$ cat src/rtl/flow_pkg.sv
package flow_pkg;
    typedef enum logic [2:0] {
        RX_OPEN,
        RX_OFF1,
        RX_OFF2,
        RX_HELD,
        RX_ON1,
        RX_ON2
    } rxf_state_t;

    typedef enum logic [1:0] {
        M_IDLE,
        M_HOLD,
        M_FLUSH
    } match_state_t;

    typedef enum logic [1:0] {
        T_RUN,
        T_DRAIN,
        T_PAUSED
    } txg_state_t;
endpackage

$ cat src/rtl/flow_cts_sync.sv
module flow_cts_sync #(
    parameter int STAGES = 2
) (
    input  logic clk,
    input  logic rst_n,
    input  logic async_in,
    output logic sync_out
);
    logic [STAGES-1:0] chain;

    always_ff @(posedge clk or negedge rst_n) begin
        if (!rst_n) chain <= '0;
        else        chain <= {chain[STAGES-2:0], async_in};
    end

    assign sync_out = chain[STAGES-1];
endmodule

$ cat src/rtl/flow_rx_fsm.sv
module flow_rx_fsm
    import flow_pkg::*;
#(
    parameter int CW = 8,
    parameter int DW = 8
) (
    input  logic          clk,
    input  logic          rst_n,
    input  logic          hw_en,
    input  logic          sw_en,
    input  logic          pair,
    input  logic [DW-1:0] xon_a,
    input  logic [DW-1:0] xon_b,
    input  logic [DW-1:0] xoff_a,
    input  logic [DW-1:0] xoff_b,
    input  logic [CW-1:0] hi_thr,
    input  logic [CW-1:0] lo_thr,
    input  logic [CW-1:0] level,
    input  logic          take,
    output logic          rts_n,
    output logic          inj_valid,
    output logic [DW-1:0] inj_char
);
    rxf_state_t st, nx;
    logic above_hi, below_lo;

    assign above_hi = level >= hi_thr;
    assign below_lo = level < lo_thr;

    always_ff @(posedge clk or negedge rst_n) begin
        if (!rst_n) st <= RX_OPEN;
        else        st <= nx;
    end

    always_comb begin
        nx = st;
        unique case (st)
            RX_OPEN: begin
                if (above_hi) begin
                    if (sw_en)      nx = RX_OFF1;
                    else if (hw_en) nx = RX_HELD;
                end
            end
            RX_OFF1: if (take) nx = pair ? RX_OFF2 : RX_HELD;
            RX_OFF2: if (take) nx = RX_HELD;
            RX_HELD: begin
                if (!hw_en && !sw_en) nx = RX_OPEN;
                else if (below_lo)    nx = sw_en ? RX_ON1 : RX_OPEN;
            end
            RX_ON1:  if (take) nx = pair ? RX_ON2 : RX_OPEN;
            RX_ON2:  if (take) nx = RX_OPEN;
            default: nx = RX_OPEN;
        endcase
    end

    always_comb begin
        rts_n     = 1'b0;
        inj_valid = 1'b0;
        inj_char  = '0;
        unique case (st)
            RX_OPEN: ;
            RX_OFF1: begin rts_n = hw_en; inj_valid = 1'b1; inj_char = xoff_a; end
            RX_OFF2: begin rts_n = hw_en; inj_valid = 1'b1; inj_char = xoff_b; end
            RX_HELD: rts_n = hw_en;
            RX_ON1:  begin inj_valid = 1'b1; inj_char = xon_a; end
            RX_ON2:  begin inj_valid = 1'b1; inj_char = xon_b; end
            default: ;
        endcase
    end
endmodule

$ cat src/rtl/flow_rx_match.sv
module flow_rx_match
    import flow_pkg::*;
#(
    parameter int DW = 8
) (
    input  logic          clk,
    input  logic          rst_n,
    input  logic          sw_en,
    input  logic          pair,
    input  logic          spec_en,
    input  logic [DW-1:0] xon_a,
    input  logic [DW-1:0] xon_b,
    input  logic [DW-1:0] xoff_a,
    input  logic [DW-1:0] xoff_b,
    input  logic [DW-1:0] spec_char,
    input  logic          rx_valid,
    input  logic [DW-1:0] rx_char,
    output logic          out_valid,
    output logic [DW-1:0] out_char,
    output logic          discard,
    output logic          spec_hit,
    output logic          remote_off
);
    match_state_t st, nx_st;
    logic [DW-1:0] held, nx_held, pend, nx_pend;
    logic [DW-1:0] nx_out_char, cand;
    logic          nx_out_valid, nx_discard, nx_remote, go;

    assign cand = (st == M_FLUSH) ? pend : rx_char;
    assign go   = (st == M_FLUSH) || (st == M_IDLE && rx_valid);

    always_ff @(posedge clk or negedge rst_n) begin
        if (!rst_n) st <= M_IDLE;
        else        st <= nx_st;
    end

    always_comb begin
        nx_st        = st;
        nx_held      = held;
        nx_pend      = pend;
        nx_out_valid = 1'b0;
        nx_out_char  = out_char;
        nx_discard   = 1'b0;
        nx_remote    = remote_off;
        unique case (st)
            M_IDLE, M_FLUSH: begin
                if (go) begin
                    nx_st = M_IDLE;
                    if (sw_en && pair && (cand == xon_a || cand == xoff_a)) begin
                        nx_held = cand;
                        nx_st   = M_HOLD;
                    end else if (sw_en && !pair && cand == xoff_a) begin
                        nx_discard = 1'b1;
                        nx_remote  = 1'b1;
                    end else if (sw_en && !pair && cand == xon_a) begin
                        nx_discard = 1'b1;
                        nx_remote  = 1'b0;
                    end else begin
                        nx_out_valid = 1'b1;
                        nx_out_char  = cand;
                    end
                end
            end
            M_HOLD: begin
                if (rx_valid) begin
                    if (held == xoff_a && rx_char == xoff_b) begin
                        nx_discard = 1'b1;
                        nx_remote  = 1'b1;
                        nx_st      = M_IDLE;
                    end else if (held == xon_a && rx_char == xon_b) begin
                        nx_discard = 1'b1;
                        nx_remote  = 1'b0;
                        nx_st      = M_IDLE;
                    end else begin
                        nx_out_valid = 1'b1;
                        nx_out_char  = held;
                        nx_pend      = rx_char;
                        nx_st        = M_FLUSH;
                    end
                end
            end
            default: nx_st = M_IDLE;
        endcase
    end

    always_ff @(posedge clk or negedge rst_n) begin
        if (!rst_n) begin
            held       <= '0;
            pend       <= '0;
            out_valid  <= 1'b0;
            out_char   <= '0;
            discard    <= 1'b0;
            remote_off <= 1'b0;
            spec_hit   <= 1'b0;
        end else begin
            held       <= nx_held;
            pend       <= nx_pend;
            out_valid  <= nx_out_valid;
            out_char   <= nx_out_char;
            discard    <= nx_discard;
            remote_off <= nx_remote;
            spec_hit   <= spec_en && rx_valid && (rx_char == spec_char);
        end
    end
endmodule

$ cat src/rtl/flow_tx_gate.sv
module flow_tx_gate
    import flow_pkg::*;
(
    input  logic clk,
    input  logic rst_n,
    input  logic stop_req,
    input  logic ser_busy,
    input  logic inj_pend,
    output logic tx_pause,
    output logic tx_data_en
);
    txg_state_t st, nx;

    always_ff @(posedge clk or negedge rst_n) begin
        if (!rst_n) st <= T_RUN;
        else        st <= nx;
    end

    always_comb begin
        nx = st;
        unique case (st)
            T_RUN:    if (stop_req) nx = ser_busy ? T_DRAIN : T_PAUSED;
            T_DRAIN: begin
                if (!stop_req)     nx = T_RUN;
                else if (!ser_busy) nx = T_PAUSED;
            end
            T_PAUSED: if (!stop_req) nx = T_RUN;
            default:  nx = T_RUN;
        endcase
    end

    always_comb begin
        tx_pause   = 1'b0;
        tx_data_en = 1'b0;
        unique case (st)
            T_RUN:    tx_data_en = !stop_req && !inj_pend;
            T_DRAIN:  ;
            T_PAUSED: tx_pause = 1'b1;
            default:  ;
        endcase
    end
endmodule

$ cat src/rtl/uart_flow_ctrl.sv
module uart_flow_ctrl #(
    parameter int DEPTH = 128,
    parameter int DW    = 8,
    localparam int CW   = $clog2(DEPTH + 1)
) (
    input  logic          clk,
    input  logic          rst_n,
    input  logic          cfg_hw_flow,
    input  logic          cfg_sw_flow,
    input  logic          cfg_pair_mode,
    input  logic          cfg_spec_en,
    input  logic [DW-1:0] cfg_xon_a,
    input  logic [DW-1:0] cfg_xon_b,
    input  logic [DW-1:0] cfg_xoff_a,
    input  logic [DW-1:0] cfg_xoff_b,
    input  logic [DW-1:0] cfg_spec_char,
    input  logic [CW-1:0] cfg_hi_thr,
    input  logic [CW-1:0] cfg_lo_thr,
    input  logic [CW-1:0] rx_level,
    input  logic          rx_valid,
    input  logic [DW-1:0] rx_char,
    input  logic          cts_n,
    input  logic          ser_busy,
    input  logic          ser_take_inj,
    output logic          rts_n,
    output logic          tx_pause,
    output logic          tx_data_en,
    output logic          inj_valid,
    output logic [DW-1:0] inj_char,
    output logic          rx_out_valid,
    output logic [DW-1:0] rx_out_char,
    output logic          rx_discard,
    output logic          spec_hit
);
    logic cts_off, remote_off, stop_req;

    flow_cts_sync #(.STAGES(2)) u_sync (
        .clk      (clk),
        .rst_n    (rst_n),
        .async_in (cts_n),
        .sync_out (cts_off)
    );

    flow_rx_fsm #(.CW(CW), .DW(DW)) u_rxf (
        .clk       (clk),
        .rst_n     (rst_n),
        .hw_en     (cfg_hw_flow),
        .sw_en     (cfg_sw_flow),
        .pair      (cfg_pair_mode),
        .xon_a     (cfg_xon_a),
        .xon_b     (cfg_xon_b),
        .xoff_a    (cfg_xoff_a),
        .xoff_b    (cfg_xoff_b),
        .hi_thr    (cfg_hi_thr),
        .lo_thr    (cfg_lo_thr),
        .level     (rx_level),
        .take      (ser_take_inj),
        .rts_n     (rts_n),
        .inj_valid (inj_valid),
        .inj_char  (inj_char)
    );

    flow_rx_match #(.DW(DW)) u_match (
        .clk        (clk),
        .rst_n      (rst_n),
        .sw_en      (cfg_sw_flow),
        .pair       (cfg_pair_mode),
        .spec_en    (cfg_spec_en),
        .xon_a      (cfg_xon_a),
        .xon_b      (cfg_xon_b),
        .xoff_a     (cfg_xoff_a),
        .xoff_b     (cfg_xoff_b),
        .spec_char  (cfg_spec_char),
        .rx_valid   (rx_valid),
        .rx_char    (rx_char),
        .out_valid  (rx_out_valid),
        .out_char   (rx_out_char),
        .discard    (rx_discard),
        .spec_hit   (spec_hit),
        .remote_off (remote_off)
    );

    assign stop_req = (cfg_hw_flow && cts_off) || (cfg_sw_flow && remote_off);

    flow_tx_gate u_txg (
        .clk        (clk),
        .rst_n      (rst_n),
        .stop_req   (stop_req),
        .ser_busy   (ser_busy),
        .inj_pend   (inj_valid),
        .tx_pause   (tx_pause),
        .tx_data_en (tx_data_en)
    );
endmodule

$ cat config.mk
export PLATFORM = sky130hd
export DESIGN_NAME = uart_flow_ctrl
export DESIGN_NICKNAME = d
export VERILOG_FILES = /design/src/rtl/flow_pkg.sv /design/src/rtl/flow_cts_sync.sv /design/src/rtl/flow_rx_fsm.sv /design/src/rtl/flow_rx_match.sv /design/src/rtl/flow_tx_gate.sv /design/src/rtl/uart_flow_ctrl.sv
export SDC_FILE = /design/constraint.sdc
export NUM_CORES = 1
export LEC_CHECK = 0
export BUFFER_PORTS_ARGS = -buffer_cell sky130_fd_sc_hd__buf_2
export CELL_PAD_IN_SITES_DETAIL_PLACEMENT = 1
export CELL_PAD_IN_SITES_GLOBAL_PLACEMENT = 2
export CORE_ASPECT_RATIO = 1.25
export CORE_MARGIN = 10
export CORE_UTILIZATION = 27
export DETAILED_ROUTE_END_ITERATION = 10
export PLACE_DENSITY_LB_ADDON = 0.1
export SYNTH_ARGS = -nofsm -noshare
export SYNTH_HDL_FRONTEND = slang
export SYNTH_SLANG_ARGS = --single-unit
$ cat constraint.sdc
create_clock -name clk -period 2.54 [get_ports clk]
set_input_delay 0.127 -clock clk [delete_from_list [all_inputs] [get_ports clk]]
set_output_delay 0.127 -clock clk [all_outputs]
set_load 0.1 [all_outputs]
==> results of run 1 <==
## per-stage QoR
stage	hold WS, ns	utilization (%)	total power [W]	std cells	setup TNS [ns]
after global placement	0.241	35.1	0.00305	676	-0.430
after global routing	0.0411	37.0	0.00386	692	-0.948
after detailed placement	0.240	35.1	0.00306	676	-1.48
final	-0.0374	37.0	0.00365	692	0
after floorplan	-0.169	-	0.00248	387	-0.678
after CTS	0.00491	36.5	0.00370	687	0
## registers in the layout, indices dropped and copies added, names as in the netlist, 2 cells and up
name / flops
u_match.out_char: 8
u_match.st: 2
u_txg.st: 2
u_match.pend: 8
u_match.held: 8
u_sync.chain: 2
u_rxf.st: 3
## power by group through the flow
stage | logic, W | clock network [W] | registers [W]
2_1_floorplan | 0.00162 | 0 | 0.000863
3_3_place_gp | 0.00225 | 0 | 0.000800
3_5_place_dp | 0.00226 | 0 | 0.000798
4_1_cts | 0.00227 | 0.000634 | 0.000790
5_1_grt | 0.00239 | 0.000660 | 0.000809
6_report | 0.00224 | 0.000615 | 0.000792
## area by class of cell
class | count | area, sq um | share of cell area (%)
inverter | 27 | 101 | 2.18
sequential | 37 | 926 | 19.9
clock buffer | 5 | 125 | 2.69
clock inverter | 3 | 17.5 | 0.377
tap | 168 | 210 | 4.53
timing repair buffer | 154 | 915 | 19.7
multi-input combinational | 298 | 2350 | 50.6
## cell usage in the layout, fill, tap and decap left out, drive strengths merged, types with 2 or more instances in the layout
cell	n
a21oi	20
clkbuf	5
buf	153
nor4	10
nor3	7
o211ai	3
mux2i	13
nor2b	16
nand2	25
nor2	15
a21o	5
o22ai	3
or2	2
dfrtp	37
nand3	2
o2111ai	3
nand4	5
inv	27
a22oi	10
mux2	26
o21bai	2
ha	15
xor2	40
a211oi	10
o21ai	18
a31oi	5
a2111oi	6
clkinv	2
xnor2	12
nand2b	13
## logic make-up (layout without fill, tap and decap cells)
kind of cell             count (synthesis)  after routing
multiplexers                            39             39
AND/OR/NAND/NOR                         98             99
AO/OA/AOI/OAI                           93             93
adder cells (fa/ha/maj)                 15             15
flip-flops                              37             37
buffers and inverters                   53            189
XOR/XNOR                                52             52
## metal layers
| metal | vias to the layer above | GRT usage [%] | share of wire (%) |
|---|---|---|---|
| met4 | 0 | 3.02 | 1.3 |
| met3 | 9 | 3.26 | 4.8 |
| met5 | - | 0 | 0 |
| met2 | 80 | 28.9 | 53 |
| met1 | 1633 | 16.8 | 41 |
| li1 | 1645 | - | - |
## how the worst max path moves through the flow
stage,end,slack (ns),depth (start not counted)
floorplan,tx_data_en,-0.68,4
global placement,u_match.out_char[5],-0.05,10
detailed placement,u_match.out_char[7],-0.13,10
CTS,u_match.out_char[7],0.009,9
global route,u_match.out_char[7],-0.09,10
finish,u_match.out_char[7],0.05,9
## repair_timing
| action | CTS | global route |
|---|---|---|
| pin swaps | 2 | 6 |
| hold endpoints to repair | 1 | 0 |
| setup buffers | 2 | 4 |
| gates cloned | 0 | 1 |
| hold buffers | 1 | 0 |
| gates resized for setup | 2 | 5 |
| setup endpoints to repair | 12 | 12 |
==> reports/results.ini, run 1 <==
[finish]
diodes = 0
nNetsFinal = 620
drive_gt1_share_pct = 39.1
fin_area_sq_um = 4640
fillers = 1536
area_delta_synth_final_pct = 35.4

[setup_path]
cpMaxStageDelayCell = dfrtp_1
critPathLaunch = u_match.st[1]
ff2ff_setup_slack_ns = 0.05
critical_path.max_fanout = 9
crit_top_cell = mux2_4
crit_path_end_kind = flop
critical_path.top_delay_family = compound AO/OA/AOI/OAI gates
required_ns = 2.71
crit_chain = buf_6 > nand2b_4 > mux2_4 > a222oi_1 > o2111ai_2 > o21bai_4 > o32a_1 > buf_12 > mux2_4
critPathBufInv = 2
max_stage_delay_ns = 0.39
reg2reg_to = u_match.out_char[7]
arrival_ns = 2.66
cp-start-kind = flop
critPathKind = reg -> reg
r2r_start = u_match.st[1]
worstRegToRegCells = 9

[routing]
vias_per_cell = 4.87
final_antenna_net_count = 0
drc = 0
drt_iter0_markers = 102
firstDrtPassIters = 4
num_vias = 3367
wl_per_cell_um = 19.9
wl_mm = 13.8

[sta]
fin_skew_ns = 0.00757
rsz0062_at_grt = true
hold_slack_ns = -0.0374
fin_crit_ns = 2.49
setup-violations-final = 0
finalHoldViolCount = 37
finalCritPeriodShare_pct = 98.1
worstMarginPinSlew_ns = 0.885
setup_ws_ns = 0.0472
max_slew_margin_pct = 41.0
max_freq_ghz = 0.401
slew_violations = 0

[grt]
grt_max_degree = 38
grt_pass1_wl_mm = 21.3
antenna_found_initial = 0
track_usage_pct = 15.3
first_global_vias = 3834
overflow = 0

[clock_tree]
cts_tree = built
clkLatencyLatePin_ns = 0.28
clockRootBuffer = clkbuf_16
cts-buffers-inserted = 5
clk_pin_slew_worst_paths_ns = 0.06
cts-htree-levels = 2
cts_sinks = 37
clock_path_buffers = 2

[die]
rows = 46
core-area_sq_um = 12500
io_pins = 105
die_width_um = 121
start_util_pct = 27.3
die_y_um = 146
dieArea_sq_um = 17600

[logic_synthesis]
yosysUniqueCellTypes = 50
synth_top_family_by_area = compound AO/OA/AOI/OAI gates
yosys_warnings = 0
synth.net_count = 484
synthFlopType = dfrtp_1
ys_ff_latch = 37
yosys-top-cells-count = xor2_1, dfrtp_1, inv_1
synth_area_sq_um = 3430
synth-edff-count = 0
synth_fa_ha_area_share_pct = 5.47
yosys.area.top_type = dfrtp_1
synthSimpleGateAreaFrac_pct = 15.0
ys_top_cells_by_area = dfrtp_1, xor2_1, ha_1, mux2_2, mux2_4
yosys.area.top_type_share_pct = 27.0
yosys.area_share.xor_xnor_pct = 13.3
async_flop_share_pct = 100
syn-instance-count = 387
yosysSeqAreaShare_pct = 27.0
synth_compound_area_share_pct = 19.1
synthMuxAreaShare_pct = 13.3
post-synth-top-count-cell = xor2_1
postSynthAreaPerCell_sq_um = 8.86

[power_and_ir_drop]
power.switching_w = 0.00200
p_sw_share_pct = 54.8
p_clk_share_pct = 16.9
seq_power_share_pct = 21.7
p_comb_share_pct = 61.4
power_density_nw_per_um2 = 785
cellLeakagePower_nw = 2.30
ir_drop_mv = 0.642
p_int_w = 0.00165

[run]
cap_violations = 0

[place]
placed_cell_area_sq_um = 4410
port_buffers = 104
dp_slack_ns = -0.134
finalWeightedCongestion = 0.824
hpwl_mm = 11.3

[min_path]
hp-class = in -> async

[outcome]
violations = negative hold slack
outcome = finished with violations

(Power assumes the default switching activity.)
==> run 2, diff against run 1 <==
SETUP_SLACK_MARGIN = 0.05   (was unset)
==> run 2 against run 1 <==
  * The flow now finishes without violations
  * First-iteration DRC count is 18% higher
  * Clock skew down 0.0027 ns
  * Fmax decreased by 1.3%
  * Critical path depth did not move
  * Total power is 3.5% higher
  * Largest power group unchanged
  * Non-clock buffer count shrank 3
  * Clock power grew 19%
==> reports/results.ini, run 2 (same netlist as run 1, synthesis figures left out) <==
[finish]
reg.largest.list = u_match.held: 8 flops, u_match.out_char: 8 flops, u_match.pend: 8 flops  ; unchanged
diodes = 0  ; unchanged
area_delta_synth_final_pct = 37.0  ; was 35.4%
final_cell_mix = buf_2, xor2_1, buf_4  ; was buf_2, buf_4, xor2_1
fillers = 1567  ; was 1536
final_common_cell = buf_2  ; unchanged
nNetsFinal = 616  ; was 620
drive_gt1_share_pct = 39.8  ; was 39.1%
fin_cells = 688  ; was 692

[die]
rows = 46  ; unchanged
dieArea_sq_um = 17600  ; unchanged
die_width_um = 121  ; unchanged
io_pins = 105  ; unchanged
core-area_sq_um = 12500  ; unchanged
start_util_pct = 27.3  ; unchanged
die_y_um = 146  ; unchanged

[setup_path]
critical_path.max_fanout = 9  ; unchanged
cpMaxStageDelayCell = dfrtp_1  ; unchanged
required_ns = 2.71  ; about the same
crit_chain = buf_6 > nand2b_4 > mux2_4 > a222oi_1 > o2111ai_2 > o21bai_4 > o32a_1 > buf_12 > mux2_4  ; unchanged
ff2ff_setup_slack_ns = 0.01  ; was 0.05 ns
critPathKind = reg -> reg  ; unchanged
crit_top_cell = mux2_4  ; unchanged
worstRegToRegCells = 9  ; unchanged
arrival_ns = 2.69  ; was 2.66 ns
crit_path_end_kind = flop  ; unchanged
max_stage_delay_ns = 0.41  ; was 0.39 ns
cp-start-kind = flop  ; unchanged

[place]
place_inst = 669  ; was 676
hpwl_mm = 11.3  ; about the same
port_buffers = 104  ; unchanged
finalWeightedCongestion = 0.849  ; was 0.824
dp_slack_ns = -0.132  ; was -0.134 ns

[grt]
met2_usage_pct = 28.1  ; was 28.9%
overflow = 0  ; unchanged
antenna_found_initial = 0  ; unchanged
use_met1_pct = 17.4  ; was 16.8%
grt_pass1_wl_mm = 21.3  ; about the same
track_usage_pct = 15.4  ; was 15.3%
grt_max_degree = 38  ; unchanged
gr-max-usage-layer = met2  ; unchanged
first_global_vias = 3718  ; was 3834
use_met3_pct = 3.61  ; was 3.26%

[outcome]
outcome = complete, no violations  ; was finished with violations

[sta]
finalHoldViolCount = 0  ; was 37
finalCritPeriodShare_pct = 99.5  ; was 98.1%
fin_skew_ns = 0.00485  ; was 0.00757 ns
rsz0062_at_grt = true  ; unchanged
max_slew_margin_pct = 41.3  ; was 41.0%
slew_violations = 0  ; unchanged
worstMarginPinSlew_ns = 0.881  ; was 0.885 ns
setup_ws_ns = 0.0131  ; was 0.0472 ns
setup-violations-final = 0  ; unchanged
fin_crit_ns = 2.53  ; was 2.49 ns
max_freq_ghz = 0.396  ; was 0.401 GHz

[clock_tree]
cts_sinks = 37  ; unchanged
cts-buffers-inserted = 5  ; unchanged
clkLatencyLatePin_ns = 0.28  ; about the same
clk_pin_slew_worst_paths_ns = 0.06  ; about the same
cts-htree-levels = 2  ; unchanged
clockRootBuffer = clkbuf_16  ; unchanged
clock_path_buffers = 2  ; unchanged
cts_tree = built  ; unchanged

[routing]
drc = 0  ; unchanged
drt_iter0_markers = 120  ; was 102
num_vias = 3367  ; unchanged
vias_per_cell = 4.89  ; was 4.87
firstDrtPassIters = 4  ; unchanged
final_antenna_net_count = 0  ; unchanged
wl_per_cell_um = 19.8  ; was 19.9 um
wl_mm = 13.6  ; was 13.8 mm

[run]
cap_violations = 0  ; unchanged

[power_and_ir_drop]
cellLeakagePower_nw = 2.30  ; about the same
power_density_nw_per_um2 = 804  ; was 785 nW/um^2
ir_drop_mv = 0.530  ; was 0.642 mV

[min_path]
hp-class = in -> reg  ; was in -> async
hold_path_depth = 2

run 2: area by class of cell:
type	instances	area (sq um)	area share (%)
clock buffers	7	143	3.04
clock inverters	1	30.0	0.639
inverters	27	101	2.16
multi-input cells	297	2370	50.5
flip-flops and latches	37	926	19.7
well taps	168	210	4.48
repair buffers	151	915	19.5
run 2: timing repair:
action	CTS	global route
hold endpoints to repair	20	0
pin swaps	5	1
setup buffers	5	4
resized for setup	6	11
gates cloned	0	0
endpoints found under the setup margin	15	13
hold buffers	2	0
run 2: path summary, 6_finish.rpt:
check,from,end
worst max-delay path,u_match.st[1],u_match.out_char[5]
worst min-delay path,rx_valid,u_match.st[0]
worst max register to register,u_match.st[1],u_match.out_char[5]
worst min register to register,u_sync.chain[0],u_sync.chain[1]
max in group asynchronous,rst_n,u_match.held[4]
min in group asynchronous,rst_n,u_txg.st[1]
run 2: per-stage QoR:
stage	area (sq um)	util (%)	power [W]	hold WS [ns]	TNS [ns]
global placement	4370	34.8	0.00304	0.241	-1.54
global route	4700	37.4	0.00401	0.100	-0.793
detailed placement	4370	34.8	0.00306	0.247	-1.42
floorplan	3480	-	0.00248	-0.169	-0.678
finish	4700	37.4	0.00377	0.104	0
CTS	4620	36.8	0.00382	0.0989	0
run 2: where the power goes:
| part | internal, W | switching, W |
|---|---|---|
| clock network | 0.000491 | 0.000244 |
| logic | 0.000620 | 0.00164 |
| registers | 0.000669 | 0.000106 |
run 2: worst max-delay path, delay by kind of cell (launching register included):
| kind | cells | cell delay (ns) |
|---|---|---|
| DFF | 1 | 0.41 |
| buffers and inverters | 2 | 0.28 |
| and+or+nand+nor | 1 | 0.10 |
| muxes | 2 | 0.62 |
| AOI/OAI and AO/OA | 4 | 0.99 |
run 2: layer usage:
metal,wire [um],vias up
li1,-,1640
met1,5500,1639
met2,7180,76
met3,673,12
met4,240,0
met5,0,-
==> run 3, diff against run 2 <==
PLACE_DENSITY = 0.76   (was unset)
PLACE_DENSITY_LB_ADDON = unset   (was 0.1)
==> run 3 against run 2 <==
  * Count of clock-buffer cells in the layout did not move
  * Fmax up 1.3%
  * Sequential power up 2%
==> reports/results.ini, run 3 (same netlist as run 1, synthesis figures left out) <==
[sta]
fin_skew_ns = 0.00623  ; was 0.00485 ns
fin_crit_ns = 2.49  ; was 2.53 ns
worstMarginPinSlew_ns = 0.882  ; was 0.881 ns
max_freq_ghz = 0.401  ; was 0.396 GHz
finalHoldViolCount = 0  ; unchanged
slew_violations = 0  ; unchanged
setup-violations-final = 0  ; unchanged
rsz0062_at_grt = true  ; unchanged
max_slew_margin_pct = 41.2  ; was 41.3%
finalCritPeriodShare_pct = 98.2  ; was 99.5%

[die]
die_width_um = 121  ; unchanged
io_pins = 105  ; unchanged
start_util_pct = 27.3  ; unchanged
dieArea_sq_um = 17600  ; unchanged
die_y_um = 146  ; unchanged
rows = 46  ; unchanged
core-area_sq_um = 12500  ; unchanged

[setup_path]
arrival_ns = 2.66  ; was 2.69 ns
cpMaxStageDelayCell = dfrtp_1  ; unchanged
max_stage_delay_ns = 0.42  ; was 0.41 ns
crit_chain = nand2b_4 > a2111oi_2 > nor2_1 > nor4_2 > o21bai_4 > o32a_1 > buf_12 > mux2_4  ; was buf_6 > nand2b_4 > mux2_4 > a222oi_1 > o2111ai_2 > o21bai_4 > o32a_1 > buf_12 > mux2_4
critical_path.max_fanout = 9  ; unchanged
critPathKind = reg -> reg  ; unchanged
crit_path_end_kind = flop  ; unchanged
critical_path.top_delay_family = compound AO/OA/AOI/OAI gates  ; unchanged
critPathBufInv = 1  ; was 2
required_ns = 2.71  ; about the same
cp-start-kind = flop  ; unchanged

[clock_tree]
cts_sinks = 37  ; unchanged
clkLatencyLatePin_ns = 0.29  ; was 0.28 ns
cts-htree-levels = 2  ; unchanged
clk_pin_slew_worst_paths_ns = 0.06  ; about the same
cts-buffers-inserted = 5  ; unchanged
clock_path_buffers = 2  ; unchanged
clockRootBuffer = clkbuf_16  ; unchanged
cts_tree = built  ; unchanged

[routing]
final_antenna_net_count = 0  ; unchanged
drt_iter0_markers = 132  ; was 120
wl_mm = 13.3  ; was 13.6 mm
firstDrtPassIters = 5  ; was 4
vias_per_cell = 4.98  ; was 4.89
drc = 0  ; unchanged
num_vias = 3395  ; was 3367
wl_per_cell_um = 19.6  ; was 19.8 um

[grt]
track_usage_pct = 15.1  ; was 15.4%
first_global_vias = 3827  ; was 3718
antenna_found_initial = 0  ; unchanged
overflow = 0  ; unchanged
grt_max_degree = 38  ; unchanged
grt_pass1_wl_mm = 21.3  ; about the same

[finish]
nNetsFinal = 610  ; was 616
area_delta_synth_final_pct = 34.8  ; was 37.0%
diodes = 0  ; unchanged
fillers = 1541  ; was 1567
fin_cells = 682  ; was 688
reg.largest.list = u_match.held: 8 flops, u_match.out_char: 8 flops, u_match.pend: 8 flops  ; unchanged
drive_gt1_share_pct = 38.9  ; was 39.8%
final_cell_mix = buf_2, xor2_1, dfrtp_1  ; was buf_2, xor2_1, buf_4
final_common_cell = buf_2  ; unchanged

[power_and_ir_drop]
ir_drop_mv = 0.377  ; was 0.530 mV
power_density_nw_per_um2 = 793  ; was 804 nW/um^2
total_power_w = 0.00367  ; was 0.00377 W
cellLeakagePower_nw = 2.27  ; was 2.30 nW

[place]
place_inst = 667  ; was 669
hpwl_mm = 11.2  ; was 11.3 mm
port_buffers = 104  ; unchanged
finalWeightedCongestion = 0.896  ; was 0.849

[min_path]
hp-class = in -> reg  ; unchanged

[outcome]
outcome = complete, no violations  ; unchanged

[run]
cap_violations = 0  ; unchanged

## run 3: stage by stage
stage	setup WS [ns]	cell area, sq um	setup TNS (ns)	hold WS [ns]	utilization [%]
after floorplan	-0.678	3480	-0.678	-0.169	-
after global placement	-0.141	4340	-1.59	0.239	34.6
after detailed placement	-0.204	4340	-2.57	0.240	34.6
after CTS	0.0429	4560	0	0.0918	36.4
after global routing	-0.0646	4620	-0.496	0.114	36.8
final	0.0467	4620	0	0.0955	36.8
## run 3: timing repair
item / CTS / global route
buffers inserted: 3 / 2
resized for setup: 5 / 11
setup endpoints to repair: 18 / 13
hold buffers: 2 / 0
endpoints found under the hold margin: 3 / 0
pin swaps: 3 / 1
## run 3: layer usage
metal,vias up,global-route usage [%],share of wire (%)
met5,-,0,0
met4,0,4.05,1.9
met3,17,3.65,6.1
met2,109,26.7,51
met1,1640,17.5,41
li1,1629,-,-
## run 3: worst paths after layout
path	start	endpoint	slack [ns]	cells past startpoint
worst min-delay path	rx_valid	u_match.st[0]	0.1	2
worst min register to register	u_sync.chain[0]	u_sync.chain[1]	0.35	0
min in group asynchronous	rst_n	u_match.pend[2]	0.50	2
worst max register to register	u_match.st[0]	u_match.out_char[1]	0.05	8
worst max-delay path	u_match.st[0]	u_match.out_char[1]	0.05	8
max in group asynchronous	rst_n	u_match.held[3]	1.48	2
## run 3: cell type report
class | instances | area, sq um | share of cell area, %
clock inverter | 1 | 5.00 | 0.108
inverter | 27 | 101 | 2.19
multi-input combinational | 297 | 2370 | 51.4
tap | 168 | 210 | 4.55
sequential | 37 | 926 | 20.0
timing repair buffer | 145 | 853 | 18.5
clock buffer | 7 | 153 | 3.30
## run 3: power by group
| group | switching [W] | internal, W |
|---|---|---|
| Clock | 0.000256 | 0.000416 |
| Combinational | 0.00160 | 0.000599 |
| Sequential | 0.000125 | 0.000669 |
| Total | 0.00198 | 0.00168 |
